## src/rtl/ss_cfg_pkg.sv

```systemverilog
package ss_cfg_pkg;

    typedef enum logic [3:0] {
        ST_IDLE,
        ST_PROG,
        ST_WAIT_INIT,
        ST_SHIFT,
        ST_WAIT_DONE,
        ST_POST_RESET,
        ST_POST_WAIT,
        ST_READY,
        ST_ERROR
    } seq_state_e;

    function automatic int unsigned max3(int unsigned a, int unsigned b, int unsigned c);
        int unsigned m;
        m = (a > b) ? a : b;
        return (m > c) ? m : c;
    endfunction

endpackage

```

## src/rtl/ss_delay_timer.sv

```systemverilog
module ss_delay_timer #(
    parameter int unsigned TW = 16
) (
    input  logic          clk,
    input  logic          rst_n,
    input  logic          load_i,
    input  logic [TW-1:0] val_i,
    output logic          zero_o
);

    logic [TW-1:0] cnt_d, cnt_q;

    always_comb begin
        cnt_d = cnt_q;
        if (load_i) begin
            cnt_d = val_i;
        end else if (cnt_q != '0) begin
            cnt_d = cnt_q - TW'(1);
        end
    end

    always_ff @(posedge clk or negedge rst_n) begin
        if (!rst_n) begin
            cnt_q <= '0;
        end else begin
            cnt_q <= cnt_d;
        end
    end

    assign zero_o = (cnt_q == '0);

endmodule

```

## src/rtl/ss_bit_shifter.sv

```systemverilog
module ss_bit_shifter #(
    parameter int unsigned DATA_W = 8
) (
    input  logic              clk,
    input  logic              rst_n,
    input  logic              en_i,
    input  logic              flush_i,
    input  logic [DATA_W-1:0] data_i,
    input  logic              valid_i,
    input  logic              last_i,
    output logic              ready_o,
    output logic              cclk_o,
    output logic              din_o,
    output logic              last_done_o
);

    localparam int unsigned CW = $clog2(DATA_W + 1);

    typedef struct packed {
        logic [DATA_W-1:0] sr;
        logic [CW-1:0]     left;
        logic              phase;
        logic              last;
    } shf_t;

    shf_t sh_d, sh_q;
    logic final_bit;
    logic take;

    always_comb begin
        sh_d      = sh_q;
        final_bit = (sh_q.left == CW'(1)) && sh_q.phase;
        ready_o   = en_i && ((sh_q.left == '0) || (final_bit && !sh_q.last));
        take      = ready_o && valid_i;
        last_done_o = en_i && final_bit && sh_q.last;

        if (en_i) begin
            if (sh_q.left != '0) begin
                if (!sh_q.phase) begin
                    sh_d.phase = 1'b1;
                end else begin
                    sh_d.phase = 1'b0;
                    sh_d.sr    = {sh_q.sr[DATA_W-2:0], 1'b0};
                    sh_d.left  = sh_q.left - CW'(1);
                end
            end
            if (take) begin
                sh_d.sr    = data_i;
                sh_d.left  = CW'(DATA_W);
                sh_d.phase = 1'b0;
                sh_d.last  = last_i;
            end
        end else if (flush_i) begin
            sh_d.left  = '0;
            sh_d.phase = !sh_q.phase;
        end else begin
            sh_d = '0;
        end
    end

    always_ff @(posedge clk or negedge rst_n) begin
        if (!rst_n) begin
            sh_q <= '0;
        end else begin
            sh_q <= sh_d;
        end
    end

    assign cclk_o = sh_q.phase;
    assign din_o  = sh_q.sr[DATA_W-1];

endmodule

```

## src/rtl/ss_cfg_sequencer.sv

```systemverilog
module ss_cfg_sequencer
    import ss_cfg_pkg::*;
#(
    parameter int unsigned TW        = 16,
    parameter int unsigned PROG_CYC  = 64,
    parameter int unsigned DELAY_CYC = 20000,
    parameter int unsigned DONE_WAIT = 256
) (
    input  logic          clk,
    input  logic          rst_n,
    input  logic          start_i,
    input  logic          init_n_i,
    input  logic          done_i,
    input  logic          last_done_i,
    input  logic          tmr_zero_i,
    output logic          tmr_load_o,
    output logic [TW-1:0] tmr_val_o,
    output logic          shift_en_o,
    output logic          flush_o,
    output logic          prog_n_o,
    output logic          user_rst_n_o,
    output logic          io_en_n_o,
    output logic          busy_o,
    output logic          ready_o,
    output logic          err_init_o,
    output logic          err_timeout_o
);

    localparam logic [TW-1:0] PROG_LOAD  = TW'(PROG_CYC - 1);
    localparam logic [TW-1:0] DELAY_LOAD = TW'(DELAY_CYC - 1);
    localparam logic [TW-1:0] DONE_LOAD  = TW'(2 * DONE_WAIT - 1);

    typedef struct packed {
        seq_state_e st;
        logic [1:0] init_s;
        logic [1:0] done_s;
        logic       e_init;
        logic       e_to;
    } seq_t;

    seq_t sq_d, sq_q;
    logic init_high;
    logic done_high;

    always_comb begin
        sq_d        = sq_q;
        sq_d.init_s = {sq_q.init_s[0], init_n_i};
        sq_d.done_s = {sq_q.done_s[0], done_i};
        init_high   = sq_q.init_s[1];
        done_high   = sq_q.done_s[1];
        tmr_load_o  = 1'b0;
        tmr_val_o   = '0;

        case (sq_q.st)
            ST_IDLE, ST_READY, ST_ERROR: begin
                if (start_i) begin
                    sq_d.st     = ST_PROG;
                    sq_d.e_init = 1'b0;
                    sq_d.e_to   = 1'b0;
                    tmr_load_o  = 1'b1;
                    tmr_val_o   = PROG_LOAD;
                end
            end
            ST_PROG: begin
                if (tmr_zero_i) begin
                    sq_d.st = ST_WAIT_INIT;
                end
            end
            ST_WAIT_INIT: begin
                if (init_high) begin
                    sq_d.st = ST_SHIFT;
                end
            end
            ST_SHIFT: begin
                if (!init_high) begin
                    sq_d.st     = ST_ERROR;
                    sq_d.e_init = 1'b1;
                end else if (last_done_i) begin
                    sq_d.st    = ST_WAIT_DONE;
                    tmr_load_o = 1'b1;
                    tmr_val_o  = DONE_LOAD;
                end
            end
            ST_WAIT_DONE: begin
                if (done_high) begin
                    sq_d.st    = ST_POST_RESET;
                    tmr_load_o = 1'b1;
                    tmr_val_o  = DELAY_LOAD;
                end else if (tmr_zero_i) begin
                    sq_d.st   = ST_ERROR;
                    sq_d.e_to = 1'b1;
                end
            end
            ST_POST_RESET: begin
                if (tmr_zero_i) begin
                    sq_d.st    = ST_POST_WAIT;
                    tmr_load_o = 1'b1;
                    tmr_val_o  = DELAY_LOAD;
                end
            end
            ST_POST_WAIT: begin
                if (tmr_zero_i) begin
                    sq_d.st = ST_READY;
                end
            end
            default: begin
                sq_d.st = ST_IDLE;
            end
        endcase
    end

    always_ff @(posedge clk or negedge rst_n) begin
        if (!rst_n) begin
            sq_q.st     <= ST_IDLE;
            sq_q.init_s <= 2'b11;
            sq_q.done_s <= 2'b00;
            sq_q.e_init <= 1'b0;
            sq_q.e_to   <= 1'b0;
        end else begin
            sq_q <= sq_d;
        end
    end

    always_comb begin
        shift_en_o   = (sq_q.st == ST_SHIFT);
        flush_o      = (sq_q.st == ST_WAIT_DONE);
        prog_n_o     = (sq_q.st != ST_PROG);
        user_rst_n_o = !(sq_q.st inside {ST_PROG, ST_WAIT_INIT, ST_SHIFT,
                                          ST_WAIT_DONE, ST_POST_RESET, ST_ERROR});
        io_en_n_o    = !(sq_q.st inside {ST_POST_RESET, ST_POST_WAIT, ST_READY});
        busy_o       = (sq_q.st inside {ST_PROG, ST_WAIT_INIT, ST_SHIFT,
                                        ST_WAIT_DONE, ST_POST_RESET, ST_POST_WAIT});
        ready_o      = (sq_q.st == ST_READY);
        err_init_o   = sq_q.e_init;
        err_timeout_o = sq_q.e_to;
    end

endmodule

```

## src/rtl/fpga_ss_loader.sv

```systemverilog
module fpga_ss_loader
    import ss_cfg_pkg::*;
#(
    parameter int unsigned DATA_W    = 8,
    parameter int unsigned CLK_HZ    = 200_000_000,
    parameter int unsigned DELAY_US  = 100,
    parameter int unsigned PROG_CYC  = 64,
    parameter int unsigned DONE_WAIT = 256
) (
    input  logic              clk,
    input  logic              rst_n,
    input  logic              start_i,
    input  logic [DATA_W-1:0] s_data_i,
    input  logic              s_valid_i,
    input  logic              s_last_i,
    output logic              s_ready_o,
    output logic              prog_n_o,
    input  logic              init_n_i,
    input  logic              done_i,
    output logic              cclk_o,
    output logic              din_o,
    output logic              user_rst_n_o,
    output logic              io_en_n_o,
    output logic              busy_o,
    output logic              ready_o,
    output logic              err_init_o,
    output logic              err_timeout_o
);

    localparam int unsigned DELAY_CYC = (CLK_HZ / 1_000_000) * DELAY_US;
    localparam int unsigned TMAX      = max3(DELAY_CYC, PROG_CYC, 2 * DONE_WAIT);
    localparam int unsigned TW        = $clog2(TMAX + 1);

    logic          tmr_load;
    logic [TW-1:0] tmr_val;
    logic          tmr_zero;
    logic          shift_en;
    logic          flush;
    logic          last_done;

    ss_cfg_sequencer #(
        .TW        (TW),
        .PROG_CYC  (PROG_CYC),
        .DELAY_CYC (DELAY_CYC),
        .DONE_WAIT (DONE_WAIT)
    ) u_seq (
        .clk           (clk),
        .rst_n         (rst_n),
        .start_i       (start_i),
        .init_n_i      (init_n_i),
        .done_i        (done_i),
        .last_done_i   (last_done),
        .tmr_zero_i    (tmr_zero),
        .tmr_load_o    (tmr_load),
        .tmr_val_o     (tmr_val),
        .shift_en_o    (shift_en),
        .flush_o       (flush),
        .prog_n_o      (prog_n_o),
        .user_rst_n_o  (user_rst_n_o),
        .io_en_n_o     (io_en_n_o),
        .busy_o        (busy_o),
        .ready_o       (ready_o),
        .err_init_o    (err_init_o),
        .err_timeout_o (err_timeout_o)
    );

    ss_delay_timer #(
        .TW (TW)
    ) u_tmr (
        .clk    (clk),
        .rst_n  (rst_n),
        .load_i (tmr_load),
        .val_i  (tmr_val),
        .zero_o (tmr_zero)
    );

    ss_bit_shifter #(
        .DATA_W (DATA_W)
    ) u_shf (
        .clk         (clk),
        .rst_n       (rst_n),
        .en_i        (shift_en),
        .flush_i     (flush),
        .data_i      (s_data_i),
        .valid_i     (s_valid_i),
        .last_i      (s_last_i),
        .ready_o     (s_ready_o),
        .cclk_o      (cclk_o),
        .din_o       (din_o),
        .last_done_o (last_done)
    );

endmodule

```

## config.mk

```make
export PLATFORM = sky130hd
export DESIGN_NAME = fpga_ss_loader
export DESIGN_NICKNAME = d
export VERILOG_FILES = /design/src/rtl/ss_cfg_pkg.sv /design/src/rtl/ss_delay_timer.sv /design/src/rtl/ss_bit_shifter.sv /design/src/rtl/ss_cfg_sequencer.sv /design/src/rtl/fpga_ss_loader.sv
export SDC_FILE = /design/constraint.sdc
export NUM_CORES = 1
export LEC_CHECK = 0
export CAP_MARGIN = 10
export CORE_MARGIN = 2
export CORE_UTILIZATION = 28
export CTS_CLUSTER_SIZE = 25
export DETAILED_ROUTE_END_ITERATION = 10
export PLACE_DENSITY = 0.55
export SLEW_MARGIN = 20
export SYNTH_ARGS = -nofsm -noshare
export SYNTH_HDL_FRONTEND = slang
export SYNTH_SLANG_ARGS = --single-unit
export TNS_END_PERCENT = 5
```

## constraint.sdc

```tcl
create_clock -name clk -period 3.4 [get_ports clk]
set_clock_uncertainty 0.2 [all_clocks]
set_input_delay 0.51 -clock clk [delete_from_list [all_inputs] [get_ports clk]]
set_output_delay 0.51 -clock clk [all_outputs]
set_load 0.05 [all_outputs]
```

==> results of run 1 <==
cells by family (layout without fill, tap and decap cells):
group / after synthesis / in the layout / share of synthesized area
AND/OR/NAND/NOR: 90 / 90 / 0.220
buffers and inverters: 20 / 48 / 0.0400
XOR/XNOR: 15 / 15 / 0.0599
flip-flops: 39 / 39 / 0.446
adder cells (fa/ha/maj): 4 / 4 / 0.0228
multiplexers: 7 / 7 / 0.0365
AO/OA/AOI/OAI: 61 / 61 / 0.175
layer usage:
layer | share of wire | up-vias | GRT usage
li1 | - | 891 | -
met1 | 0.50 | 841 | 0.168
met2 | 0.46 | 27 | 0.191
met3 | 0.029 | 7 | 0.0285
met4 | 0.015 | 0 | 0.0485
met5 | 0 | - | 0
how the worst min path moves through the flow:
| stage | start | end | slack (ps) | cells past startpoint |
|---|---|---|---|---|
| after global placement | u_seq.sq_d[3] | u_seq.done_high | 140 | 0 |
| after floorplan | rst_n | u_seq.done_high | 10 | 0 |
| final | rst_n | u_tmr.cnt_q[11] | 100 | 1 |
| after global routing | u_seq.sq_d[5] | u_seq.init_high | 170 | 0 |
| after detailed placement | u_seq.sq_d[3] | u_seq.done_high | 140 | 0 |
| after CTS | rst_n | u_tmr.cnt_q[13] | 160 | 1 |
worst max-delay path, stage by stage, from the launching register on:
cell and delay, ps:
dfrtp_1 560, nand4bb_1 340, nor3_1 300, clkdlybuf4s50_1 850
registers in the layout, summed over array words and instances, names as in the netlist:
register,count
u_shf.cclk_o,1
u_shf.din_o,1
u_tmr.cnt_q,15
u_seq.init_high,1
u_seq.sq_d,2
u_seq.err_timeout_o,1
u_seq.done_high,1
u_seq.sq_q,4
u_seq.err_init_o,1
u_shf.sh_q,12
layout make-up:
| cell class | instances | area share |
|---|---|---|
| Multi-Input combinational cell | 177 | 0.427 |
| Sequential cell | 39 | 0.371 |
| Inverter | 10 | 0.0142 |
| Clock buffer | 6 | 0.0275 |
| Tap cell | 102 | 0.0484 |
| Timing Repair Buffer | 30 | 0.106 |
| Clock inverter | 2 | 0.00475 |
per-stage QoR:
stage / setup WS (ps) / cell area (sq um) / hold slack [ps]
after global routing: 169 / 2640 / 170
after CTS: 324 / 2640 / 160
final: 342 / 2640 / 104
after detailed placement: 669 / 2550 / 142
after global placement: 664 / 2550 / 138
after floorplan: 696 / 2190 / 14.4
cells in the final DEF (no fill, tap or decap), drive strengths merged, types with 2 or more instances in the layout:
| cell | instances |
|---|---|
| dfrtp | 37 |
| o21ai | 28 |
| clkdlybuf4s50 | 23 |
| nand2 | 22 |
| nor2 | 20 |
| nor3 | 14 |
| a21oi | 14 |
| xnor2 | 12 |
| inv | 10 |
| a2bb2oi | 7 |
| buf | 7 |
| clkbuf | 6 |
| mux2i | 5 |
| nand3 | 5 |
| and2 | 4 |
| nand2b | 4 |
| ha | 4 |
| or4 | 4 |
| nor4 | 4 |
| o211ai | 3 |
| xor2 | 3 |
| or2 | 3 |
| or3 | 2 |
| mux2 | 2 |
| a21o | 2 |
| dfstp | 2 |
power groups by stage:
stage | Clock [mW] | Combinational [mW] | Sequential (mW)
after floorplan | 0 | 0.269 | 0.560
final | 0.322 | 0.382 | 0.562
after global placement | 0 | 0.383 | 0.567
after CTS | 0.325 | 0.385 | 0.562
after detailed placement | 0 | 0.384 | 0.572
after global routing | 0.346 | 0.421 | 0.576
==> impl_results.md, run 1 <==
* Max Slew Vio Count at 0
* Worst R2R Path Depth at 6
* Vias per cell at 4.83
* Antenna violations before repair at 0
* Setup crit end kind: output pin
* Internal power at 0.797 mW
* Routability congestion estimate at 0.803
* Clock buffer count from CTS at 5
* R2R setup slack at 780 ps
* Ys async rst share at 1.00
* GR Util All Layers at 0.124
* H-Tree Depth at 2
* Die Y at 92.5 um
* Post-Syn Area at 2190 sq um
* DRT Wirelength at 4.86 mm
* Total power per unit cell area at 481 nW/um^2
* Fin Setup TNS at 0 ps
* Port buffer count at 24
* Top FF cell, synth: dfrtp_1
* Reg clk slew, reported paths at 80 ps
* Core region area at 7650 sq um
* Worst r2r dst: u_seq.sq_q[9]
* Largest net degree at the start of global routing at 40
* Fill cell count at 776
* Post-cts sizing count at 0
* Post-synthesis to final-layout area growth at 20.2%
* Setup-failing EPs final at 0
* Peak VDD IR at 0.195 mV
* Syn nets at 255
* Post-cts hold buffer count at 0
* Proportion of power drawn by combinational gates at 0.302
* Max Root-Sink Buffers at 2
* Drt first-iter violations at 75
* Critical Path Start: u_seq.sq_q[6]
* Synth top area share at 0.422
* Per-cell routed wire length at 13.3 um
* Die ar. at 8550 sq um
* Synth top cells by count: dfrtp_1, o21ai_0, nand2_1, nor2_1, nor3_1
* Final #Nets at 282
* Post-CTS setup buffers at 0
* Rel. slew slack at 0.424
* Placed Cells at 358
* F_max at 327 MHz
* Vias in the first global route at 1,762
* Mapped Avg Cell Area at 9.29 sq um
* Sequential Power Share at 0.443
* Synth area leader: dfrtp_1
* Post-route antenna net violation count at 0
* Crit path kind: flip-flop to output pin
* Pwr Total at 1.27 mW
* Net Sw Power at 0.469 mW
* Finished Layout Cells at 366
* Post-synth EDFFs at 0
* Unrepaired setup endpoints after global routing: no
* Minimum clock period at 3060 ps
* Layout cells sized above 1 at 0.0909
* Count leader, synth: dfrtp_1
* Via count at 1,766
* Post-DP HPWL at 3.45 mm
* CTS Root Cell: clkbuf_8
* Sw Share at 0.370
* Max_cap viols at 0
* Worst endpoint required time at 2690 ps
* Distinct cells, synth at 47
* Sequential share of the synthesized area at 0.446
* Final period util at 0.900
* Startpoint Class: flip-flop
* TritonCTS clock tree: built
* Fin. Hold Viols at 0
* Storage cell area at 978 sq um
* Ports at 25
* Clock latency on the worst-skew pair at 310 ps
* Multi-input gate area at 1130 sq um
* Diode count at 0
* Worst-Margin Slew at 864 ps
* Post-layout util at 0.345
* Initial core utilization at 0.287
* R2R Path Start: u_tmr.cnt_q[0]
* Die Wd at 92.5 um
* DRT Pass-1 Iters at 4
* Rows at 32
* Arrival @ worst endpoint at 2350 ps
* Synthesis-stage register bit count at 39
* Leak Pwr at 1.13 nW
* Max FO, Critical Path at 13
* Clk sink count at 39
* Global-route wire length before repair at 8.42 mm
* HP Class: input pin to asynchronous set/reset pin
* Syn. warnings at 0
* Worst setup endpoint: s_ready_o
* DRC at 0
* Post-Syn Instances at 236
* Run status: complete, no violations
* Total gr overflow at 0
* Clk pwr share at 0.255
* Synth top area cells: dfrtp_1, o21ai_0, xnor2_1
(Power assumes the default switching activity.)
==> inputs of run 2 (changes only) <==
CORE_MARGIN = default   (was 2)
HOLD_SLACK_MARGIN = 0.06   (was default)
==> run 2 against run 1 <==
  * Maximum frequency rose by 2.2%
  * Via count is 0.51% higher
  * Clock power rose by 5%
  * Largest cell class unchanged
  * Largest power group unchanged
==> impl_results.md, run 2 (synthesis gave the netlist of run 1 again) <==
* Die ar. at 8190 sq um (-4.3%)
* Core region area at 7410 sq um (-3.1%)
* CTS Root Cell: clkbuf_8
* Clk sink count at 39 (unchanged)
* Setup-failing EPs final at 0 (unchanged)
* Diode count at 0 (unchanged)
* Biggest regs: u_tmr.cnt_q (15), u_shf.sh_q (12), u_seq.sq_q (4)
* Vias in the first global route at 1,796 (+1.9%)
* Per-cell routed wire length at 13.4 um (+0.95%)
* Most common cell after layout, fill and taps aside: dfrtp_1
* Post-layout util at 0.357 (+0.0120)
* Arrival @ worst endpoint at 2280 ps (-70 ps)
* Routability congestion estimate at 0.817 (+1.8%)
* Biggest register: u_tmr.cnt_q
* Total power per unit cell area at 485 nW/um^2 (+0.91%)
* Max_cap viols at 0 (unchanged)
* Die Y at 90.5 um (-2.2%)
* Layout cells sized above 1 at 0.0909 (unchanged)
* Post-route antenna net violation count at 0 (unchanged)
* Total gr overflow at 0 (unchanged)
* Max Slew Vio Count at 0 (unchanged)
* Crit path kind: flip-flop to output pin
* Post-DP HPWL at 3.42 mm (-0.85%)
* Ports at 25 (unchanged)
* Port buffer count at 24 (unchanged)
* Most frequent cells in the layout: dfrtp_1, o21ai_0, clkdlybuf4s50_1, nand2_1, nor2_1
* Post-cts hold buffer count at 0 (unchanged)
* Clock buffer count from CTS at 5 (unchanged)
* Die Wd at 90.5 um (-2.2%)
* Final period util at 0.880 (-0.0193)
* H-Tree Depth at 2 (unchanged)
* DRT Wirelength at 4.87 mm (+0.12%)
* Antenna violations before repair at 0 (unchanged)
* Largest net degree at the start of global routing at 40 (unchanged)
* DRC at 0 (unchanged)
* HP Class: input pin to asynchronous set/reset pin
* Rows at 31 (-3.1%)
* Peak VDD IR at 0.203 mV (+4.2%)
* Worst-Margin Slew at 890 ps (+26.1 ps)
* Reg clk slew, reported paths at 80 ps (about the same)
* Run status: complete, no violations
* Clock latency on the worst-skew pair at 300 ps (about the same)
* GR Util All Layers at 0.130 (+0.00660)
* Leak Pwr at 1.13 nW (+0.64%)
* Fin. Hold Viols at 0 (unchanged)
* Final #Nets at 282 (unchanged)
* Fill cell count at 753 (-3.0%)
* Fin Setup TNS at 0 ps (unchanged)
* Post-CTS setup buffers at 0 (unchanged)
* Worst endpoint required time at 2690 ps (about the same)
* Setup crit end kind: output pin
* TritonCTS clock tree: built
* Via count at 1,775 (+0.51%)
* Startpoint Class: flip-flop
* Post-cts sizing count at 0 (unchanged)
* Max FO, Critical Path at 13 (unchanged)
* Initial core utilization at 0.296 (+0.00925)
* DRT Pass-1 Iters at 5 (+1)
* Unrepaired setup endpoints after global routing: no
* Max Root-Sink Buffers at 2 (unchanged)
* Max reg flops at 15 (unchanged)
* F_max at 334 MHz (+2.2%)
* Minimum clock period at 2990 ps (-65.5 ps)
* Post-synthesis to final-layout area growth at 20.5%
* Rel. slew slack at 0.407 (-0.0174)
* Drt first-iter violations at 72 (-4.0%)
* Global-route wire length before repair at 8.57 mm (+1.7%)
* Vias per cell at 4.89 (+1.3%)
==> run 2: cell count changes in the layout (fill, tap and decap cells not counted), sizes merged <==
cell and change:
clkbuf +1, clkinvlp -1
==> run 2: per-layer routing <==
layer,GRT usage,vias to the layer above,part of all wire
li1,-,888,-
met1,0.176,846,0.51
met2,0.197,37,0.44
met3,0.0337,4,0.044
met4,0.0538,0,0.0080
met5,0,-,0
==> run 2: worst max-delay path, cell delays in order, from the launching register on <==
cell and delay (ps):
dfrtp_1 570, nand4bb_1 330, nor3_1 260, clkdlybuf4s50_1 830
==> run 2: path summary, 6_finish.rpt <==
check | start | endpoint | slack, ps | cells after the start
max | u_seq.sq_q[6] | s_ready_o | 410 | 3
max reg2reg | u_tmr.cnt_q[9] | u_seq.sq_q[9] | 770 | 5
min in group clk | u_seq.sq_d[5] | u_seq.init_high | 160 | 0
min reg2reg | u_seq.sq_d[5] | u_seq.init_high | 160 | 0
max in group asynchronous | rst_n | u_tmr.cnt_q[10] | 2310 | 1
min | rst_n | u_shf.sh_q[12] | 130 | 1
==> run 2: layout make-up <==
cell class / count / area [sq um] / share of cell area
multi-input cells: 177 / 1130 / 0.426
inverters: 10 / 37.5 / 0.0142
repair buffers: 30 / 280 / 0.106
clock inverters: 1 / 8.76 / 0.00332
well taps: 99 / 124 / 0.0469
flip-flops and latches: 39 / 978 / 0.370
clock buffers: 7 / 86.3 / 0.0327
==> run 2: where the power goes <==
group | total, mW | switching [mW] | internal [mW]
combinational | 0.380 | 0.230 | 0.150
sequential | 0.562 | 0.0581 | 0.503
clock | 0.339 | 0.173 | 0.166
==> run 2: per-stage QoR <==
step | instances | power [mW] | setup WS (ps) | hold slack, ps | area [sq um]
6_report | 363 | 1.28 | 407 | 131 | 2640
5_1_grt | 363 | 1.36 | 277 | 163 | 2640
4_1_cts | 363 | 1.30 | 393 | 161 | 2640
3_5_place_dp | 355 | 0.954 | 730 | 146 | 2550
3_3_place_gp | 355 | 0.952 | 747 | 133 | 2550
2_1_floorplan | 236 | 0.828 | 696 | 14.4 | 2190
